## src/rtl/cvt_mode_pkg.sv

```systemverilog
package cvt_mode_pkg;
  typedef enum logic [2:0] {
    MODE_RESET  = 3'd0,
    MODE_DETECT = 3'd1,
    MODE_CONT   = 3'd2,
    MODE_GCHOP  = 3'd3,
    MODE_STBY   = 3'd4
  } mode_t;

  localparam logic [15:0] CMD_RESET_WORD = 16'h0011;

  function automatic logic is_reset_cmd(logic done, logic [15:0] word);
    return done && (word == CMD_RESET_WORD);
  endfunction

  function automatic mode_t conv_mode(logic chop);
    return chop ? MODE_GCHOP : MODE_CONT;
  endfunction
endpackage

```

## src/rtl/cvt_pin_filter.sv

```systemverilog
module cvt_pin_filter #(
  parameter int RST_WIDTH = 8
) (
  input  logic clk,
  input  logic por_n,
  input  logic pin_n,
  output logic pin_rst,
  output logic sync_strobe
);
  localparam int CW = $clog2(RST_WIDTH + 2);
  localparam logic [CW-1:0] W_C   = CW'(RST_WIDTH);
  localparam logic [CW-1:0] LIM_C = CW'(RST_WIDTH + 1);

  logic ff1, ff2;
  logic [CW-1:0] low_cnt;

  function automatic logic [CW-1:0] low_next(logic [CW-1:0] c);
    return (c == LIM_C) ? c : c + 1'b1;
  endfunction

  always_ff @(posedge clk or negedge por_n) begin
    if (!por_n) begin
      ff1 <= 1'b1;
      ff2 <= 1'b1;
      low_cnt <= '0;
    end else begin
      ff1 <= pin_n;
      ff2 <= ff1;
      if (!ff2) low_cnt <= low_next(low_cnt);
      else      low_cnt <= '0;
    end
  end

  assign pin_rst     = !ff2 && (low_cnt >= W_C);
  assign sync_strobe = ff2 && (low_cnt != '0) && (low_cnt <= W_C);

  assert_strobe_single_R5: assert property (@(posedge clk) disable iff (!por_n)
    sync_strobe |=> !sync_strobe);
  assert_strobe_not_reset_R3: assert property (@(posedge clk) disable iff (!por_n)
    pin_rst |=> !sync_strobe);
endmodule

```

## src/rtl/cvt_por_timer.sv

```systemverilog
module cvt_por_timer #(
  parameter int POR_CYCLES = 20
) (
  input  logic clk,
  input  logic por_n,
  output logic por_busy
);
  localparam int PW = $clog2(POR_CYCLES + 1);
  localparam logic [PW-1:0] END_C = PW'(POR_CYCLES);

  logic [PW-1:0] cnt;

  always_ff @(posedge clk or negedge por_n) begin
    if (!por_n)            cnt <= '0;
    else if (cnt != END_C) cnt <= cnt + 1'b1;
  end

  assign por_busy = (cnt != END_C);

  assert_por_done_sticky_R1: assert property (@(posedge clk) disable iff (!por_n)
    !por_busy |=> !por_busy);
endmodule

```

## src/rtl/cvt_mode_fsm.sv

```systemverilog
module cvt_mode_fsm
  import cvt_mode_pkg::*;
(
  input  logic  clk,
  input  logic  por_n,
  input  logic  hold_rst,
  input  logic  detect_done,
  input  logic  standby_cmd,
  input  logic  wakeup_cmd,
  input  logic  chop_en,
  output mode_t mode,
  output logic  rdy
);
  mode_t mode_nx;

  always_comb begin
    mode_nx = mode;
    unique case (mode)
      MODE_RESET:  mode_nx = MODE_DETECT;
      MODE_DETECT: if (detect_done) mode_nx = conv_mode(chop_en);
      MODE_CONT:   if (standby_cmd) mode_nx = MODE_STBY;
                   else if (chop_en) mode_nx = MODE_GCHOP;
      MODE_GCHOP:  if (standby_cmd) mode_nx = MODE_STBY;
                   else if (!chop_en) mode_nx = MODE_CONT;
      MODE_STBY:   if (wakeup_cmd) mode_nx = conv_mode(chop_en);
      default:     mode_nx = MODE_RESET;
    endcase
    if (hold_rst) mode_nx = MODE_RESET;
  end

  always_ff @(posedge clk or negedge por_n) begin
    if (!por_n) begin
      mode <= MODE_RESET;
      rdy  <= 1'b0;
    end else begin
      mode <= mode_nx;
      if (hold_rst)                rdy <= 1'b0;
      else if (mode == MODE_RESET) rdy <= 1'b1;
    end
  end

  assert_detect_after_reset_R4: assert property (@(posedge clk) disable iff (!por_n)
    (mode == MODE_RESET && !hold_rst) |=> (mode == MODE_DETECT && rdy));
  assert_standby_entry_R9: assert property (@(posedge clk) disable iff (!por_n)
    ((mode == MODE_CONT || mode == MODE_GCHOP) && standby_cmd && !hold_rst) |=> mode == MODE_STBY);
  assert_ready_rises_from_reset_R1: assert property (@(posedge clk) disable iff (!por_n)
    $rose(rdy) |-> $past(mode) == MODE_RESET);
  assert_reset_drops_ready_R3: assert property (@(posedge clk) disable iff (!por_n)
    hold_rst |=> (!rdy && mode == MODE_RESET));
endmodule

```

## src/rtl/cvt_mode_ctrl.sv

```systemverilog
module cvt_mode_ctrl
  import cvt_mode_pkg::*;
#(
  parameter int POR_CYCLES = 20,
  parameter int RST_WIDTH  = 8
) (
  input  logic        clk,
  input  logic        por_n,
  input  logic        sync_rst_n,
  input  logic        frame_done,
  input  logic [15:0] cmd_word,
  input  logic        standby_cmd,
  input  logic        wakeup_cmd,
  input  logic        chop_en,
  input  logic        detect_done,
  input  logic        host_req,
  output logic        host_ok,
  output logic        drdy,
  output logic        sync_strobe,
  output logic        cfg_reset,
  output logic [2:0]  mode
);
  logic  por_busy, pin_rst, cmd_rst, hold_rst, rdy;
  mode_t mode_q;

  cvt_por_timer #(.POR_CYCLES(POR_CYCLES)) u_por (
    .clk(clk), .por_n(por_n), .por_busy(por_busy));

  cvt_pin_filter #(.RST_WIDTH(RST_WIDTH)) u_pin (
    .clk(clk), .por_n(por_n), .pin_n(sync_rst_n),
    .pin_rst(pin_rst), .sync_strobe(sync_strobe));

  assign cmd_rst  = is_reset_cmd(frame_done, cmd_word);
  assign hold_rst = por_busy | pin_rst | cmd_rst;

  cvt_mode_fsm u_fsm (
    .clk(clk), .por_n(por_n), .hold_rst(hold_rst),
    .detect_done(detect_done), .standby_cmd(standby_cmd),
    .wakeup_cmd(wakeup_cmd), .chop_en(chop_en),
    .mode(mode_q), .rdy(rdy));

  assign mode      = mode_q;
  assign drdy      = rdy;
  assign cfg_reset = (mode_q == MODE_RESET);
  assign host_ok   = host_req & rdy;

  assert_cmd_reset_R6: assert property (@(posedge clk) disable iff (!por_n)
    (frame_done && cmd_word == 16'h0011) |=> (mode == 3'd0 && !drdy));
  assert_cfg_reset_R7: assert property (@(posedge clk) disable iff (!por_n)
    $fell(cfg_reset) |-> $rose(drdy));
endmodule

```

## config.mk

```make
export PLATFORM = sky130hd
export DESIGN_NAME = cvt_mode_ctrl
export DESIGN_NICKNAME = d
export VERILOG_FILES = /design/src/rtl/cvt_mode_pkg.sv /design/src/rtl/cvt_pin_filter.sv /design/src/rtl/cvt_por_timer.sv /design/src/rtl/cvt_mode_fsm.sv /design/src/rtl/cvt_mode_ctrl.sv
export SDC_FILE = /design/constraint.sdc
export NUM_CORES = 1
export LEC_CHECK = 0
export BUFFER_PORTS_ARGS = -buffer_cell sky130_fd_sc_hd__buf_2
export CELL_PAD_IN_SITES_DETAIL_PLACEMENT = 1
export CELL_PAD_IN_SITES_GLOBAL_PLACEMENT = 2
export CORE_ASPECT_RATIO = 0.8
export CORE_MARGIN = 2
export CORE_UTILIZATION = 28
export DETAILED_ROUTE_END_ITERATION = 8
export PLACE_DENSITY = 0.77
export SYNTH_ARGS = -nofsm -noshare
export SYNTH_HDL_FRONTEND = slang
export SYNTH_SLANG_ARGS = --single-unit
```

## constraint.sdc

```tcl
create_clock -name clk -period 1.9 [get_ports clk]
set_input_delay 0.38 -clock clk [delete_from_list [all_inputs] [get_ports clk]]
set_output_delay 0.38 -clock clk [all_outputs]
set_load 0.1 [all_outputs]
```

==> results of run 1 <==
state kept, by name, summed over array words and instances (netlist names):
register       cells
u_pin.low_cnt      4
u_fsm.mode         3
u_fsm.rdy          1
u_por.cnt          5
u_pin.ff2          1
u_pin.ff1          1
logic make-up after synthesis:
family,after synthesis,synth area share [%]
simple gates,35,25.5
xor+xnor,6,6.19
flops,15,44.5
fa+ha+maj,5,7.37
buf+inv,6,2.65
compound gates,12,11.2
mux,2,2.51
worst min-delay path by stage:
stage	endpoint	depth (start not counted)	slack, ps	startpoint
floorplan	u_fsm.mode[0]	0	80	por_n
global placement	u_por.cnt[3]	1	300	por_n
detailed placement	u_por.cnt[1]	1	300	por_n
CTS	u_por.cnt[4]	1	30	por_n
global route	u_por.cnt[4]	1	40	por_n
finish	u_por.cnt[4]	1	20	por_n
power by group through the flow:
stage	Sequential, W	Clock, W	Combinational, W
after floorplan	0.000632	0	0.000281
after global placement	0.000449	0	0.000561
after detailed placement	0.000454	0	0.000574
after CTS	0.000448	0.000272	0.000575
after global routing	0.000457	0.000284	0.000599
final	0.000446	0.000260	0.000567
cell usage after synthesis, drive strengths merged:
cell type,count,area share (%)
a211oi,1,0.89
a21o,1,0.89
a21oi,7,4.6
and2,1,0.74
and3b,1,1.0
and4bb,1,1.5
clkbuf,1,0.44
dfrtp,13,38
dfstp,2,6.2
ha,5,7.4
inv,5,2.2
mux2,1,1.3
mux2i,1,1.2
nand2,5,2.2
nand2b,3,2.2
nand3,3,1.8
nand3b,3,2.7
nand4,1,0.74
nand4b,1,1.8
nor2,9,4.0
nor3,4,2.9
nor4,1,1.5
nor4b,1,1.8
o21ai,1,0.59
o22a,1,1.0
o41ai,1,3.2
or2,1,0.74
xnor2,5,5.2
xor2,1,1.0
per-stage QoR:
stage | hold WS, ps | utilization, % | worst slack, ps | area, µm²
5_1_grt | 42.1 | 40.1 | 2.83 | 1130
4_1_cts | 29.6 | 40.1 | 78.3 | 1130
3_5_place_dp | 304 | 38.5 | 356 | 1090
3_3_place_gp | 299 | 38.5 | 377 | 1090
2_1_floorplan | 84.4 | - | -97.3 | 886
6_report | 21.5 | 40.1 | 104 | 1130
routing by layer:
metal  vias to the layer above  GRT usage (%)  part of all wire [%]
met2                        28           19.2                    48
met5                         -              0                     0
met1                       334           15.5                    41
met4                         0           3.13                  0.90
met3                         3           5.53                    10
li1                        345              -                     -
critical path, cell delays in order (launching register included):
cell,delay (ps)
dfrtp_4,530
nor3_4,180
buf_2,450
area by class of cell:
cell class / count / area (µm²)
inverter: 5 / 18.8
multi-input combinational: 60 / 468
tap: 38 / 47.5
fill: 337 / 1690
clock buffer: 4 / 45.0
sequential: 15 / 385
timing repair buffer: 31 / 170
==> key figures, run 1 <==
Worst setup path
  • R2R depth: 6
  • Worst EP arrival: 1420 ps
  • Crit start category: flip-flop
  • Flop-to-flop setup slack: 400 ps
  • Critical path launch point: u_fsm.mode[2]
  • Setup crit end kind: output pin
  • Crit path max fanout: 10
  • Reg2reg end: u_fsm.mode[0]
  • Worst setup endpoint: cfg_reset
  • R2r startpoint: u_por.cnt[0]
  • CP required: 1520 ps
  • CP Class: reg2out

Die
  • I/O Pins: 32
  • Initial Utilization: 30.0%
  • Core area: 2830 µm²
  • Num rows: 17
  • Die Area: 3490 µm²
  • Die width: 65.5 µm
  • Die height: 53.2 µm

Layout
  • Layout cell share with drive strength beyond 1: roughly 44%
  • Nets@finish: 146
  • Most frequent cells in the layout: 30 x buf_2, 9 x dfrtp_1, 8 x nor2_1, 6 x a21oi_1
  • Cell Count, Final, Fillers Out: 153
  • Inserted Diodes: 0
  • P&R area growth vs syn: 33.8%
  • Most common library cell in the layout ignoring fill and taps: buf_2

Global routing
  • GRT Residual Overflow: 0
  • First-pass GRT wire length: 3150 µm
  • GR Util All Layers: roughly an eighth
  • Largest net degree at the start of global routing: 16
  • Vias in the first global route: 687
  • Antenna violations before repair: 0

Power
  • Clock power frac: roughly a fifth
  • P_sw: 0.000616 W
  • Pwr dens: 1120 nW/µm²
  • Power share of the combinational group: 44.6%
  • Pleak: approximately 0.52 nW
  • Worst vdd ir: 0.000307 V
  • Overall power: between 0.001 and 0.0015 W
  • Reg power frac: 35.0%
  • Pint: 0.000657 W
  • Sw frac: about half

Clock tree
  • Clock Latency Late Sink: 250 ps
  • Root Driver: clkbuf_8
  • H-tree lvl count: 1
  • TritonCTS buffer count: 3
  • CTS Hold Buffers Added: 0
  • Resize count post-CTS: 0
  • TritonCTS clock tree: done
  • CTS Buffer Depth: 2
  • Clock Sinks: 15
  • Post-CTS Repair Setup Buffers: 0
  • Clk pin slew, worst setup/hold paths: 60 ps

Run
  • Max cap viols: 0

Route
  • Vias per cell: 4.64
  • First-pass DRT Iterations: 4
  • DRT Wirelength: 1890 µm
  • Antenna Nets Post-Route: 0
  • Wire per inst: 12.3 µm
  • Total number of vias: between 700 and 800
  • Starting DRC count in detailed routing: 19
  • DRC violations left: 0

Logic synthesis
  • Yosys warns: 0
  • Syn Inst Count: between 80 and 90
  • Syn_area_per_cell: roughly 10 µm²
  • Seq cells post-synth: 15
  • Syn_nets: 111
  • Yosys cell types: 31
  • Register area share after synthesis: 44.5%
  • Synthesized area: 848 µm²

Timing
  • Setup TNS: 0 ps
  • Slew headroom: approximately two thirds
  • Tcrit/Tclk final: 94.5%
  • Crit path time final: 1800 ps
  • Tightest Pin Transition: 491 ps
  • Setup skew after layout: approximately 5 ps
  • Unrepaired setup endpoints after global routing: false
  • Final hold viol count: 0
  • Final setup vio count: 0
  • Max frequency: ~560 MHz
  • Slew Limit Fails: 0

Placement
  • DP HPWL: about 1600 µm
  • Inst Count DP: 149
  • Port bufs: 31
  • Placer Congestion: a little under 0.8

Min path
  • HP Class: in2async

Run status
  • Status: completed
Power figures use the tool's default switching activity.
==> run 2: changes to the inputs <==
Settings changed: BUFFER_PORTS_ARGS -buffer_cell sky130_fd_sc_hd__buf_2 to default, CORE_UTILIZATION 28 to 35, DONT_BUFFER_PORTS from default to 1, PLACE_DENSITY 0.77 to 0.75.
==> run 2 against run 1 <==
  * Sequential share of layout area rose by 2.0 points
  * Final area fell by 5.2%
  * Worst hold slack improved by 69 ps
  * Clock-buffer cell count did not move
  * Final cell count fell by 21%
  * Utilization rose by 8.1 points
  * First-iteration DRC count fell by 21%
  * Register-to-register slack got worse by 80 ps
  * Sequential power fell by 2%
  * Critical path type unchanged
  * Largest power group unchanged
==> key figures, run 2 (synthesized netlist as in run 1, its figures left out) <==
Run status
  • Status: completed

Clock tree
  • Clk pin slew, worst setup/hold paths: about 80 ps
  • CTS Buffer Depth: 2
  • H-tree lvl count: 1
  • Clock Latency Late Sink: between 200 and 300 ps
  • Root Driver: clkbuf_4
  • TritonCTS clock tree: done
  • Clock Sinks: 15
  • TritonCTS buffer count: 3

Layout
  • Fillers: around 250
  • Multi-input logic area: around 500 µm²
  • Biggest regs: u_por.cnt (5), u_pin.low_cnt (4), u_fsm.mode (3)
  • Design area: approximately 1100 µm²
  • Max reg flops: 5
  • Inserted Diodes: 0
  • P&R area growth vs syn: 26.8%
  • Most frequent cells in the layout: 9 x buf_4, 8 x nor2_1, 8 x dfrtp_1, 6 x a21oi_1, 5 x nand2_1
  • FF/Latch Area: about 390 µm²
  • Layout cell share with drive strength beyond 1: 38.5%
  • Most flops, register: u_por.cnt
  • Nets@finish: 127
  • Most common library cell in the layout ignoring fill and taps: buf_4

Die
  • Die Area: 2840 µm²
  • Num rows: 15
  • Core area: 2230 µm²
  • Initial Utilization: 38.0%
  • I/O Pins: 32
  • Die width: 59.0 µm
  • Die height: 48.0 µm

Global routing
  • Largest net degree at the start of global routing: 16
  • GR Util All Layers: 15.2%
  • GRT Residual Overflow: 0
  • Antenna violations before repair: 0
  • First-pass GRT wire length: just under 3000 µm
  • Vias in the first global route: between 600 and 700

Timing
  • Slew Limit Fails: 0
  • Worst hold slack: 91.0 ps
  • Final hold viol count: 0
  • Setup skew after layout: 1.90 ps
  • Final setup vio count: 0
  • Crit path time final: 1820 ps
  • Tcrit/Tclk final: 95.7%
  • Slew headroom: 55.7%
  • Unrepaired setup endpoints after global routing: false
  • Max frequency: 550 MHz
  • Tightest Pin Transition: between 600 and 700 ps

Worst setup path
  • Slowest-stage cell, CP: dfrtp_2
  • CP Class: reg2out
  • Setup crit end kind: output pin
  • CP required: 1520 ps
  • Critical path cell sequence: inv_2, ha_4, nand2b_4, xnor2_2, nor2_4, buf_12
  • Crit start category: flip-flop
  • Slowest stage delay, CP: 430 ps
  • Worst EP arrival: 1440 ps
  • Crit path max fanout: 3

Route
  • Antenna Nets Post-Route: 0
  • Total number of vias: 660
  • First-pass DRT Iterations: 4
  • DRC violations left: 0
  • Starting DRC count in detailed routing: 15
  • Wire per inst: approximately 16 µm
  • Vias per cell: 5.45
  • DRT Wirelength: around 1900 µm

Power
  • Worst vdd ir: 0.000409 V
  • Pwr dens: about 1100 nW/µm²
  • Pleak: 0.456 nW

Run
  • Max cap viols: 0

Placement
  • Placer Congestion: just over 0.7
  • Cell area after placement: between 900 and 1000 µm²
  • DP HPWL: 1530 µm
  • Port bufs: 0

Min path
  • HP Class: in2reg
-- run 2: cell types whose count changed in the layout (fill, tap and decap cells not counted), sizes merged --
cell / change
buf: -20
dlygate4sd3: +1
-- run 2: layer usage --
metal  GRT usage (%)  part of all wire, %  wire length [µm]  up-vias
met5               0                    0                 0        -
met4            2.73                 0.52                10        0
met3            5.68                  8.3               159        2
met2            31.3                   54              1040       32
met1            14.9                   37               703      316
li1                -                    -                 -      310
-- run 2: repair_timing --
item / in CTS / in global routing
hold buffers: 1 / 0
buffers inserted: 0 / 4
endpoints found under the hold margin: 15 / 0
endpoints found under the setup margin: 0 / 1
resized for setup: 0 / 7
-- run 2: critical path: cells and delay by family (launching register included) --
| kind | cells | cell delay (ps) |
|---|---|---|
| fa+ha+maj | 1 | 140 |
| simple gates | 2 | 180 |
| buf+inv | 2 | 250 |
| xor+xnor | 1 | 150 |
| flops | 1 | 430 |
-- run 2: final timing paths --
kind                                  to  slack (ps)  depth (start not counted)             start
hold reg to reg                u_pin.ff2         360                          0         u_pin.ff1
max in group asynchronous  u_fsm.mode[2]         850                          1             por_n
min in group asynchronous  u_fsm.mode[0]         570                          1             por_n
setup / recovery             sync_strobe          80                          6  u_pin.low_cnt[0]
setup reg to reg           u_fsm.mode[0]         320                          6      u_por.cnt[0]
hold / removal                 u_pin.ff1          90                          0        sync_rst_n
-- run 2: metrics by stage --
| step | power [W] | utilization (%) | cells | TNS (ps) | setup slack [ps] |
|---|---|---|---|---|---|
| floorplan | 0.000913 | - | 81 | -97.3 | -97.3 |
| global placement | 0.00101 | 43.9 | 112 | 0 | 395 |
| detailed placement | 0.00102 | 43.9 | 112 | 0 | 322 |
| CTS | 0.00120 | 45.5 | 117 | 0 | 1.15 |
| global route | 0.00128 | 48.2 | 121 | 0 | 3.46 |
| finish | 0.00122 | 48.2 | 121 | 0 | 81.0 |
-- run 2: cell type report --
type	instances	share of cell area, %
sequential	15	35.9
clock buffer	4	2.44
inverter	5	1.74
timing repair buffer	12	10.9
tap	25	2.91
multi-input combinational	60	46.0
-- run 2: report_power, final --
group	switching (W)	internal [W]	total [W]	leakage, nW
logic	0.000431	0.000173	0.000605	0.266
clock network	0.0000947	0.0000815	0.000176	0.0150
registers	0.0000707	0.000366	0.000437	0.174
total	0.000597	0.000621	0.00122	0.456
==> run 3: changes to the inputs <==
Settings changed: CAP_MARGIN from default to 20, CORE_UTILIZATION 35 to 38, CTS_BUF_LIST from default to sky130_fd_sc_hd__clkbuf_2 sky130_fd_sc_hd__clkbuf_4 sky130_fd_sc_hd__clkbuf_8, PLACE_DENSITY 0.75 to 0.8, SKIP_CTS_REPAIR_TIMING from default to 1.
==> run 3 against run 2 <==
  * Worst hold slack worse by 4.8 ps
  * Sequential power grew 13%
  * Power up 2.8%
  * Die area fell by 7.3%
  * Clock-buffer cell count is 1 lower
  * Final cell count fell by 1.7%
  * Global-route usage rose by 0.46 points
  * Wire length is 1.7% lower
  * Non-clock buffer count shrank 2
  * Critical path depth is the same
  * Flip-flop and latch count stayed put
  * Critical endpoint unchanged
==> key figures, run 3 (synthesized netlist as in run 1, its figures left out) <==
Timing
  • Slew Limit Fails: 0
  • Max frequency: 543 MHz
  • Slew headroom: between 50% and 60%
  • Tcrit/Tclk final: between 90% and 100%
  • Crit path time final: between 1500 and 2000 ps
  • Final setup vio count: 0
  • Unrepaired setup endpoints after global routing: true
  • Final hold viol count: 0
  • Tightest Pin Transition: 651 ps
  • Setup skew after layout: 2.98 ps
  • Setup TNS: 0 ps

Global routing
  • First-pass GRT wire length: 2990 µm
  • Largest net degree at the start of global routing: 16
  • GRT Residual Overflow: 0
  • GR Util All Layers: between 10% and 20%
  • Antenna violations before repair: 0
  • Vias in the first global route: 680

Layout
  • Inserted Diodes: 0
  • Cell Count, Final, Fillers Out: 119
  • Nets@finish: about 130
  • Max reg flops: 5
  • Most frequent cells in the layout: 8 x nor2_1, 8 x dfrtp_1, 6 x a21oi_1, 6 x buf_4, 5 x nand2_1
  • P&R area growth vs syn: 28.0%
  • Biggest regs: u_por.cnt (5), u_pin.low_cnt (4), u_fsm.mode (3)
  • Fillers: 242
  • Most flops, register: u_por.cnt
  • Layout cell share with drive strength beyond 1: around two fifths

Placement
  • Placer Congestion: slightly below 0.8
  • Port bufs: 0
  • DP HPWL: 1450 µm
  • Inst Count DP: 111

Route
  • Antenna Nets Post-Route: 0
  • Starting DRC count in detailed routing: 14
  • First-pass DRT Iterations: 4
  • Total number of vias: 632
  • Vias per cell: 5.31
  • Wire per inst: roughly 16 µm
  • DRT Wirelength: 1880 µm
  • DRC violations left: 0

Clock tree
  • TritonCTS buffer count: 3
  • H-tree lvl count: 1
  • TritonCTS clock tree: done
  • Clock Latency Late Sink: 280 ps
  • Root Driver: clkbuf_4
  • Clk pin slew, worst setup/hold paths: around 80 ps
  • Clock Sinks: 15
  • CTS Buffer Depth: 2

Worst setup path
  • Critical path depth: 6
  • Worst EP arrival: 1460 ps
  • Delay-heaviest family, CP: flip-flops
  • Crit path max fanout: 3
  • Reg2reg end: u_fsm.mode[0]
  • R2r startpoint: u_por.cnt[0]
  • Critical path launch point: u_pin.low_cnt[1]
  • CP bufs+invs: 2
  • Slowest-stage cell, CP: dfrtp_1
  • CP Class: reg2out
  • Flop-to-flop setup slack: 400 ps
  • Worst setup endpoint: sync_strobe
  • Crit start category: flip-flop
  • CP required: around 1500 ps
  • Setup crit end kind: output pin
  • R2R depth: 6
  • Slowest stage delay, CP: 410 ps
  • Critical path cell sequence: inv_2, ha_4, nand2b_4, xnor2_4, nor2_4, buf_12

Die
  • Die Area: 2630 µm²
  • Core area: 2140 µm²
  • I/O Pins: 32
  • Die width: between 50 and 60 µm
  • Die height: 46.3 µm
  • Initial Utilization: 39.6%
  • Num rows: 15

Power
  • Pleak: about 0.45 nW
  • Worst vdd ir: between 0.0009 and 0.001 V
  • Pwr dens: 1150 nW/µm²
  • Overall power: 0.00125 W

Min path
  • HP Class: in2reg

Run
  • Max cap viols: 0

Run status
  • Status: completed
## run 3: changes by cell type in the layout (fill, tap and decap cells not counted), sizes merged
cell / previous run / this run
buf: 11 / 9
clkbuf: 4 / 3
clkinv: 0 / 1
## run 3: power by group
| group | internal, W | total, W | switching, W |
|---|---|---|---|
| combinational | 0.000195 | 0.000584 | 0.000388 |
| sequential | 0.000365 | 0.000493 | 0.000128 |
| clock | 0.0000782 | 0.000174 | 0.0000961 |
## run 3: layout make-up
type	instances	area [µm²]	area share, %
clock inverters	1	5.00	0.461
multi-input cells	60	507	46.7
clock buffers	3	22.5	2.07
inverters	5	18.8	1.73
repair buffers	10	115	10.6
flip-flops and latches	15	387	35.6
well taps	25	31.3	2.88
## run 3: how the worst min path moves through the flow
| stage | from | to | slack (ps) | depth (start not counted) |
|---|---|---|---|---|
| 2_1_floorplan | por_n | u_fsm.mode[0] | 80 | 0 |
| 3_3_place_gp | por_n | u_fsm.mode[1] | 80 | 0 |
| 3_5_place_dp | por_n | u_fsm.mode[0] | 80 | 0 |
| 4_1_cts | por_n | u_por.cnt[4] | -240 | 0 |
| 5_1_grt | sync_rst_n | u_pin.ff1 | 50 | 0 |
| 6_report | sync_rst_n | u_pin.ff1 | 90 | 0 |
## run 3: through the flow
step	area (µm²)	setup slack (ps)	hold WS [ps]	utilization (%)
6_report	1090	57.3	86.2	50.8
3_5_place_dp	986	346	84.8	46.1
2_1_floorplan	886	-97.3	84.4	-
5_1_grt	1090	-12.8	51.1	50.8
4_1_cts	1010	8.71	-236	47.4
3_3_place_gp	986	375	84.8	46.1
## run 3: metal layers
metal  up-vias  part of all wire [%]  track usage, %
met5         -                     0               0
met4         0                     0            4.19
met3         0                   9.0            5.90
met2        31                    48            27.7
met1       294                    43            18.3
li1        307                     -               -
